## src/rtl/trace_mon_pkg.sv

```systemverilog
package trace_mon_pkg;
    localparam int BYTE_W     = 8;
    localparam int MODE_W     = 3;
    localparam logic [MODE_W-1:0] MODE_LONG  = 3'b100;
    localparam logic [MODE_W-1:0] MODE_SHORT = 3'b101;
    localparam logic [BYTE_W-1:0] TERM_BYTE  = 8'h0A;

    typedef enum logic [1:0] {
        S_OFF  = 2'd0,
        S_HUNT = 2'd1,
        S_CMP  = 2'd2
    } trace_state_e;
endpackage

```

## src/rtl/trace_exp_store.sv

```systemverilog
module trace_exp_store #(
    parameter int DEPTH  = 64,
    parameter int DATA_W = 8,
    localparam int AW    = $clog2(DEPTH)
) (
    input  logic              clk,
    input  logic              we,
    input  logic [AW-1:0]     waddr,
    input  logic [DATA_W-1:0] wdata,
    input  logic [AW-1:0]     raddr,
    output logic [DATA_W-1:0] rdata
);
    logic [DATA_W-1:0] mem [DEPTH];

    always_ff @(posedge clk) begin
        if (we) begin
            mem[waddr] <= wdata;
        end
    end

    assign rdata = mem[raddr];
endmodule

```

## src/rtl/trace_chan_fsm.sv

```systemverilog
module trace_chan_fsm
    import trace_mon_pkg::*;
#(
    parameter int MSG_LONG  = 64,
    parameter int MSG_SHORT = 16,
    localparam int AW       = $clog2(MSG_LONG)
) (
    input  logic              clk,
    input  logic              rst_n,
    input  logic [MODE_W-1:0] mode,
    input  logic              byte_vld,
    input  logic [BYTE_W-1:0] byte_in,
    output logic [AW-1:0]     rd_addr,
    input  logic [BYTE_W-1:0] rd_data,
    input  logic              delta_clr,
    output logic              tim_o,
    output logic              delta_o
);
    localparam logic [AW-1:0] LAST_LONG  = AW'(MSG_LONG - 1);
    localparam logic [AW-1:0] LAST_SHORT = AW'(MSG_SHORT - 1);

    trace_state_e      st_q, st_n;
    logic [AW-1:0]     idx_q, idx_n;
    logic              err_q, err_n;
    logic              tim_q, tim_n;
    logic              delta_q, delta_n;
    logic [MODE_W-1:0] mode_q;

    logic          mode_ok, is_long, diff, err_now;
    logic [AW-1:0] last_idx;

    assign mode_ok  = (mode == MODE_LONG) || (mode == MODE_SHORT);
    assign is_long  = (mode == MODE_LONG);
    assign last_idx = is_long ? LAST_LONG : LAST_SHORT;
    assign rd_addr  = idx_q;
    assign diff     = (byte_in != rd_data);
    assign err_now  = err_q | diff;

    // state register
    always_ff @(posedge clk) begin
        if (!rst_n) begin
            st_q    <= S_OFF;
            idx_q   <= '0;
            err_q   <= 1'b0;
            tim_q   <= 1'b0;
            delta_q <= 1'b0;
            mode_q  <= '0;
        end else begin
            st_q    <= st_n;
            idx_q   <= idx_n;
            err_q   <= err_n;
            tim_q   <= tim_n;
            delta_q <= delta_n;
            mode_q  <= mode;
        end
    end

    // next state and verdict
    always_comb begin
        st_n  = st_q;
        idx_n = idx_q;
        err_n = err_q;
        tim_n = tim_q;
        if (!mode_ok) begin
            st_n  = S_OFF;      // disable
            idx_n = '0;
            err_n = 1'b0;
            tim_n = 1'b0;
        end else if ((mode != mode_q) || (st_q == S_OFF)) begin
            st_n  = S_HUNT;     // arm
            idx_n = '0;
            err_n = 1'b0;
        end else if (byte_vld) begin
            unique case (st_q)
                S_HUNT: begin
                    if (is_long && (byte_in == TERM_BYTE)) begin
                        st_n  = S_CMP;  // lock, byte 0 is next
                        idx_n = '0;
                        err_n = 1'b0;
                    end else if (!is_long && byte_in[BYTE_W-1]) begin
                        st_n  = S_CMP;  // lock, this is byte 0
                        idx_n = AW'(1);
                        err_n = diff;
                    end
                end
                S_CMP: begin
                    if (idx_q == last_idx) begin
                        tim_n = err_now;
                        idx_n = '0;
                        err_n = 1'b0;
                        if (is_long && (byte_in == TERM_BYTE)) begin
                            st_n = S_CMP;   // wrap
                        end else begin
                            st_n = S_HUNT;  // lose
                        end
                    end else begin
                        idx_n = idx_q + AW'(1);  // step
                        err_n = err_now;
                    end
                end
                default: begin
                    st_n = S_HUNT;
                end
            endcase
        end
    end

    // delta bookkeeping: a change wins over a clear
    always_comb begin
        delta_n = (delta_q & ~delta_clr) | (tim_n != tim_q);
    end

    // outputs
    always_comb begin
        tim_o   = tim_q;
        delta_o = delta_q;
    end


    off_forces_clear_chk: assert property (@(posedge clk) disable iff (!rst_n)
        !mode_ok |=> (tim_q == 1'b0));

    hold_without_byte_chk: assert property (@(posedge clk) disable iff (!rst_n)
        (mode_ok && !byte_vld) |=> $stable(tim_q));

    short_index_range_chk: assert property (@(posedge clk) disable iff (!rst_n)
        ((st_q == S_CMP) && (mode_q == MODE_SHORT)) |-> (idx_q < AW'(MSG_SHORT)));

    change_sets_delta_chk: assert property (@(posedge clk) disable iff (!rst_n)
        (tim_q != $past(tim_q)) |-> delta_q);

    delta_sticky_chk: assert property (@(posedge clk) disable iff (!rst_n)
        (delta_q && !delta_clr) |=> delta_q);
endmodule

```

## src/rtl/trace_id_monitor.sv

```systemverilog
module trace_id_monitor
    import trace_mon_pkg::*;
#(
    parameter int NUM_CH    = 3,
    parameter int MSG_LONG  = 64,
    parameter int MSG_SHORT = 16,
    localparam int CW       = $clog2(NUM_CH + 1),
    localparam int AW       = $clog2(MSG_LONG)
) (
    input  logic                     clk,
    input  logic                     rst_n,
    input  logic [NUM_CH*MODE_W-1:0] mode_sel,
    input  logic                     rx_vld,
    input  logic [CW-1:0]            rx_chan,
    input  logic [BYTE_W-1:0]        rx_byte,
    input  logic                     exp_we,
    input  logic [CW-1:0]            exp_chan,
    input  logic [AW-1:0]            exp_addr,
    input  logic [BYTE_W-1:0]        exp_data,
    input  logic [NUM_CH-1:0]        irq_mask,
    input  logic [NUM_CH-1:0]        delta_clr,
    output logic [NUM_CH-1:0]        tim_state,
    output logic [NUM_CH-1:0]        tim_delta,
    output logic                     irq
);
    for (genvar g = 0; g < NUM_CH; g++) begin : g_ch
        logic [AW-1:0]     rd_addr;
        logic [BYTE_W-1:0] rd_data;
        logic              wr_sel, rx_sel;

        assign wr_sel = exp_we && (exp_chan == CW'(g));
        assign rx_sel = rx_vld && (rx_chan == CW'(g));

        trace_exp_store #(.DEPTH(MSG_LONG), .DATA_W(BYTE_W)) u_store (
            .clk   (clk),
            .we    (wr_sel),
            .waddr (exp_addr),
            .wdata (exp_data),
            .raddr (rd_addr),
            .rdata (rd_data)
        );

        trace_chan_fsm #(.MSG_LONG(MSG_LONG), .MSG_SHORT(MSG_SHORT)) u_fsm (
            .clk       (clk),
            .rst_n     (rst_n),
            .mode      (mode_sel[g*MODE_W +: MODE_W]),
            .byte_vld  (rx_sel),
            .byte_in   (rx_byte),
            .rd_addr   (rd_addr),
            .rd_data   (rd_data),
            .delta_clr (delta_clr[g]),
            .tim_o     (tim_state[g]),
            .delta_o   (tim_delta[g])
        );
    end

    assign irq = |(tim_delta & irq_mask);


    masked_quiet_chk: assert property (@(posedge clk) disable iff (!rst_n)
        (irq_mask == '0) |-> !irq);

    unflagged_quiet_chk: assert property (@(posedge clk) disable iff (!rst_n)
        (tim_delta == '0) |-> !irq);
endmodule

```

## config.mk

```make
export PLATFORM = sky130hd
export DESIGN_NAME = trace_id_monitor
export DESIGN_NICKNAME = d
export VERILOG_FILES = /design/src/rtl/trace_mon_pkg.sv /design/src/rtl/trace_exp_store.sv /design/src/rtl/trace_chan_fsm.sv /design/src/rtl/trace_id_monitor.sv
export SDC_FILE = /design/constraint.sdc
export NUM_CORES = 2
export LEC_CHECK = 0
export BUFFER_PORTS_ARGS = -buffer_cell sky130_fd_sc_hd__buf_2
export CAP_MARGIN = 15
export CORE_ASPECT_RATIO = 0.6
export CORE_MARGIN = 4
export CORE_UTILIZATION = 63
export CTS_CLUSTER_DIAMETER = 150
export DETAILED_ROUTE_END_ITERATION = 12
export PLACE_DENSITY = 0.79
export SETUP_SLACK_MARGIN = 0.3
export SLEW_MARGIN = 20
export SYNTH_ARGS = -nofsm -noshare
export SYNTH_HDL_FRONTEND = slang
export SYNTH_SLANG_ARGS = --single-unit
```

## constraint.sdc

```tcl
create_clock -name clk -period 3.7 [get_ports clk]
set_input_delay 0.555 -clock clk [delete_from_list [all_inputs] [get_ports clk]]
set_output_delay 0.555 -clock clk [all_outputs]
set_load 0.01 [all_outputs]
```

After elaboration in Yosys (flattened, before gate mapping)
Memory sizes are Yosys's and may differ from the RTL's. A register that Yosys moved wholly into a read port is not among the register bits.
Index checks and enable logic that the tools add are counted.
- bits of input ports: 45
- memories kept: 3
- bits in registers: 42
- output and inout port bits: 7
- word-level logic and storage cells: 208
- bits in writable memories: 1536
- memory list (name ; depth ; width ; rd ports ; clocked after memory_dff ; wr ports ; RTL line ; source):
    g_ch[0].u_store.mem ; 64 ; 8 ; 1 ; 1 ; 1 ; trace_exp_store.sv:13 ; logic [DATA_W-1:0] mem [DEPTH];
    g_ch[1].u_store.mem ; 64 ; 8 ; 1 ; 1 ; 1 ; trace_exp_store.sv:13 ;
    g_ch[2].u_store.mem ; 64 ; 8 ; 1 ; 1 ; 1 ; trace_exp_store.sv:13 ;
- eq/ne operators: 41
- add/subtract/negate cells: 3
- multiplexer cells: 75
- reduce and logical (&&, ||, !) cells: 48
- bitwise gates (word level): 17
- operators with widths (operator ; count):
    2-to-1 mux 6 bit ; 18
    2-to-1 mux 1 bit ; 36
    case mux 6 bit (2 select lines) ; 3
    AND reduction 3 bit ; 9
    2-to-1 mux 2 bit ; 12
    != test 8 bit ; 3
    adder 6 x 1 -> 6 bit (second input constant) ; 3
    equality test 3 bit (second input constant) ; 6
    equality test 6 bit ; 3
    != test 3 x 1 -> 1 bit (second input constant) ; 6
    logical AND 1 bit ; 12
    != test 4 x 1 -> 1 bit (second input constant) ; 3
    case mux 2 bit (2 select lines) ; 3
    nonzero test 2 bit ; 6
    OR reduction 3 bit ; 4
    equality test 2 x 1 -> 1 bit (second input constant) ; 5
    equality test 2 bit (second input constant) ; 5
    zero test 2 bit ; 5
    != test 3 bit ; 3
    equality test 8 x 4 -> 1 bit (second input constant) ; 1
    NOT 1 bit ; 7
    logical OR 1 bit ; 6
    != test 2 x 1 -> 1 bit (second input constant) ; 3
    OR 1 bit ; 6
    other kinds (6) ; 16

Depth between registers and ports, before layout
- depth after elaboration: 10
- depth in mapped cells: 15
- gate-level depth less buffers: 9

Hierarchy
A second synthesis with hierarchy kept.
- cells, all modules: 3164
- area, all modules: 62857.8 um2
- by module, submodules not included (module ; times used ; sequential area each (um2) ; cells each ; area each (um2)):
    trace_exp_store (g_ch[1].u_store ...) ; 2 ; 15374.7 ; 932 ; 20006.7
    trace_exp_store (g_ch[0].u_store) ; 1 ; 15374.7 ; 949 ; 19936.6
    trace_chan_fsm ; 3 ; 280.3 ; 114 ; 948.4
    trace_id_monitor ; 1 ; 0.0 ; 9 ; 62.6

Worst setup path after synthesis
OpenSTA, ideal clock, no wires.
- path kind: register -> register
- start point: reg with a tool-made name
- end point: reg g_ch[1].u_fsm.delta_q
- clock period less this slack: 3.007 ns
- cell stages (with the launch flop): 13
- arrival: 2.928 ns
- setup time: 0.079 ns
- required time: 3.621 ns
- buffers on the path: 4
- setup slack: 0.693 ns
- cell sequence: dfxtp_1 -> buf_2 -> buf_2 -> buf_2 -> buf_2 -> nor3_1 -> a2111oi_0 -> a22oi_1 -> xnor2_1 -> a2111oi_0 -> nand4_1 -> or3_1 -> o211ai_1
- RTL lines (element ; RTL line ; source):
    end signal: assignment ; trace_chan_fsm.sv:53 ; delta_q <= delta_n;
    end: declaration ; trace_chan_fsm.sv:26 ; logic delta_q, delta_n;

==> results by stage <==
Status:
- The flow ran to the end, and the final reports show no timing, DRC or antenna violations.

Die:
- In this run the core area contains 89 standard-cell rows.
- The area of the core is 99200 sq um.
- The floorplan step defined a die boundary enclosing approximately 110000 sq um.
- The height of the die is around 250 microns.
- For this configuration, the core starts out at a cell density of between 60 and 70%.
- The width of the die is ~420 microns.
- For this design the top-level I/O count stands at 52.

Power:
- The areal power density over the cells is ~480 nW/um^2.
- The worst vdd rail ir drop is between 0.5 and 0.6 mV.
- In this run the static leakage power is 0.0228 uW.

Final layout:
- The top cell types in the final layout, fill and taps aside, are sky130_fd_sc_hd__edfxtp_1 (1536), sky130_fd_sc_hd__buf_4 (340), sky130_fd_sc_hd__mux4_2 (296).
- The layout net count is around 3700.
- The non-filler instance count after layout is 5122.
- The summed area of non-filler cells in the final layout is 72800 sq um.
- Cells fill roughly three quarters of the core in the end.
- The share of post-route cells with drive strength above 1 is a little over a quarter.
- The most common cell after layout, fill and taps aside is sky130_fd_sc_hd__edfxtp_1.
- Compared with the post-synthesis result, the final layout area differs by 14.5%.

Routing:
- In the routed design, unresolved DRC markers number 0.
- The pre-antenna-repair detailed-routing pass consisted of 8 iterations.
- The wire length per cell after detailed routing is 34.4 microns.
- The iteration-0 DRC count of the detailed router is 6522.
- Once detail routing completed, the nets flagged for antenna violations numbered 0.
- In the routed layout, each cell is associated on average with a via count of ~7.
- Wires add up to about 180000 microns.
- The via count is 36100.

Placement:
- The placed cell area is 67300 sq um.
- The HPWL after detailed placement is roughly 110000 microns.
- The number of port buffers is 51.
- Before CTS, the worst setup slack after placement is -0.113 ns.
- Routability-driven placement finished with a final weighted congestion of roughly 1.
- The number of placed instances, taps included, is approximately 4800.

Setup path:
- Among cell families on the critical path, the largest total delay comes from multiplexers.
- The reg-to-reg setup timing slack is approximately 0.22 ns.
- Counting cells, the worst reg-to-reg path comes to 11.
- The required time of the critical path is between 4 and 5 ns.
- Traced cell by cell, the critical path runs through buf_16 -> mux4_2 -> mux4_2 -> mux2i_2 -> xor2_1 -> a41oi_1 -> a21oi_2 -> nand4b_1 -> buf_4 -> or4_1 -> o221ai_1.
- Data on the critical path arrives at its endpoint at between 4 and 5 ns.
- On the worst path, the slowest cell contributes a delay of roughly 0.54 ns.
- STA classifies the critical path endpoint as a flip-flop.
- In this design, the critical path's most frequently occurring cell is sky130_fd_sc_hd__mux4_2.
- Of all nets on the critical path, the largest fanout is 16.
- The number of buffers and inverters on the critical path is 2.
- The setup path with the least slack is of type flip-flop to flip-flop.
- The type of element launching the critical path is a flip-flop.
- The slowest library cell on the worst path is sky130_fd_sc_hd__mux4_2.
- The terminus of the critical flop-to-flop path is g_ch[2].u_fsm.delta_o$_SDFF_PN0_.

Clock network:
- The clock latency on the worst-skew pair is approximately 0.77 ns.
- The deepest level of the CTS H-tree is 4.
- The number of buffers between clock root and the deepest sink is 3.
- TritonCTS built the clock tree.
- Clock tree synthesis found a total of around 1600 sinks.
- The clock-pin slew on the worst setup and hold paths is about 0.07 ns.
- The tree is rooted in a sky130_fd_sc_hd__clkbuf_16.
- The number of clock buffers added by TritonCTS is approximately 140.

Min path:
- The worst hold path startpoint is mode_sel[8].
- The cell count of the worst hold path is 2.
- For hold timing, the worst endpoint is g_ch[2].u_fsm.mode_q[2]$_SDFF_PN0_.
- The tightest min-delay check is of the input pin to flip-flop type.

Yosys:
- The number of nets produced by synthesis is approximately 3300.
- After synthesis, the cell types taking the most area are sky130_fd_sc_hd__edfxtp_1 (73%), sky130_fd_sc_hd__mux4_2 (10%), sky130_fd_sc_hd__mux2i_1 (3.1%).
- The post-synthesis average cell area is between 15 and 20 sq um.
- After technology mapping, the gate count stands at between 3000 and 4000.
- In this run, synthesis inferred approximately 1500 flip-flops with an integrated enable.
- The number of storage elements in the synthesis netlist is 1596.
- After synthesis, the largest area contributor takes up between 70 and 80% of total cell area.
- The mapped cell area is ~64000 sq um.
- The library cell with the largest summed area after synthesis is sky130_fd_sc_hd__edfxtp_1.
- Sequential elements use roughly 74% of the synthesized area.
- The async set or reset register ratio after synthesis is 0%.
- The count of different cell masters after synthesis is 71.
- The synthesis warning total is 0.
- The most used flip-flop cell after synthesis is sky130_fd_sc_hd__edfxtp_1.

STA:
- The timing-limited maximum frequency is 287 MHz.
- The final max-slew violation count is 0.
- The tightest hold path in the finished design has a slack of about 0.063 ns.
- The number of endpoints with negative hold slack in the final report is 0.
- The minimum setup slack in the final design is roughly 0.22 ns.
- The transition time at the pin with the least slew margin is roughly 1.2 ns.
- Setup repair after global routing could not meet its margin everywhere.
- The worst path in the final design needs a cycle of ~3.5 ns, including I/O delays and setup.
- For the final database, setup skew stands at just under 0.03 ns.
- Measured against its own limit, the worst slew margin works out to 22.2%.
- The final cycle utilization of the critical path is 94.1%.
- The final count of negative-setup-slack endpoints is 0.

Flow run:
- The reported max-cap violation count is 0.

GRT:
- The number of antenna violations at the first check in global routing is 7.
- The first global-routing pass estimated roughly 250000 microns of wire.
- The total congestion overflow is 0.
- Global routing used 32.9% of the available tracks.
- Entering global routing, the biggest net connects about 140 pins.
- The via count of the first global-routing pass is 35000.
## where the power goes
part,switching [uW],internal (uW)
Sequential,14.1,19800
Clock,6470,7860
Combinational,508,119
## cell type report
type / instances / area [sq um]
flip-flops and latches: 1596 / 47400
fillers: 5305 / 26400
multi-input cells: 1475 / 15300
repair buffers: 451 / 3980
clock buffers: 182 / 3780
well taps: 1319 / 1650
clock inverters: 66 / 596
inverters: 26 / 97.6
diodes: 7 / 17.5
## timing repair
item / in CTS / in global routing
hold buffers: 3 / 0
resized for setup: 15 / 69
gates cloned: 2 / 5
endpoints found under the hold margin: 3 / 0
setup buffers: 20 / 30
endpoints found under the setup margin: 9 / 9
pin swaps: 1 / 11
## synthesized netlist by cell type, drive strengths merged, types with 7 or more instances
cell type	instances
edfxtp	1536
mux4	323
nor2	247
mux2i	197
buf	116
a22oi	93
nand2	80
clkbuf	67
dfxtp	60
a21oi	51
o21ai	37
nand3	36
nor2b	36
xor2	30
a221oi	26
inv	26
and2	24
xnor2	23
nand2b	21
mux2	19
nor3	19
nand4	16
or3	16
o22ai	13
a211oi	12
ha	12
nand3b	11
a22o	10
and3	10
nor3b	10
and3b	8
nor4	8
or3b	8
nand4b	7
o211ai	7
## worst max path at each step
stage | startpoint | to | slack, ns | cells past startpoint
6_report | flip-flop | g_ch[2].u_fsm.delta_o$_SDFF_PN0_ | 0.22 | 11
5_1_grt | flip-flop | g_ch[2].u_fsm.delta_o$_SDFF_PN0_ | 0.15 | 12
4_1_cts | flip-flop | g_ch[2].u_fsm.delta_o$_SDFF_PN0_ | 0.26 | 11
3_5_place_dp | flip-flop | g_ch[2].u_fsm.delta_o$_SDFF_PN0_ | -0.11 | 9
3_3_place_gp | flip-flop | g_ch[2].u_fsm.delta_o$_SDFF_PN0_ | -0.03 | 9
2_1_floorplan | flip-flop | g_ch[1].u_fsm.delta_o$_SDFF_PN0_ | 0.69 | 12
## stage by stage
stage	total power [uW]	setup TNS, ns
floorplan	20400	0
global placement	20800	-0.0278
detailed placement	20800	-0.182
CTS	34800	0
global route	35700	0
finish	34800	0
## registers in the layout, indices dropped and copies added (netlist names), named ones only
register and flops:
g_ch.u_fsm.delta_o 3, g_ch.u_fsm.err_q 3, g_ch.u_fsm.mode_q 9, g_ch.u_fsm.rd_addr 18, g_ch.u_fsm.st_q 6, g_ch.u_fsm.tim_o 3, g_ch.u_store.mem 1536
## logic make-up (layout without fill, tap and decap cells)
group                    after synthesis  in the layout  share of synthesized area (%)
multiplexers                         539            539                           15.1
buffers and inverters                210            725                           1.82
other                                  0              7                              0
AO/OA/AOI/OAI                        298            298                           3.28
flip-flops                          1596           1596                           74.5
adder cells (fa/ha/maj)               12             12                          0.236
AND/OR/NAND/NOR                      573            573                           4.42
XOR/XNOR                              53             53                          0.730
## routing by layer
metal / wire [microns] / vias up / part of all wire [%] / global-route usage (%)
met5: 41 / - / 0.023 / 0
met4: 5650 / 6 / 3.2 / 10.9
met3: 30300 / 469 / 17 / 12.1
met2: 77000 / 3225 / 44 / 46.0
met1: 63200 / 18200 / 36 / 48.9
li1: - / 14200 / - / -
(Power assumes the default switching activity.)
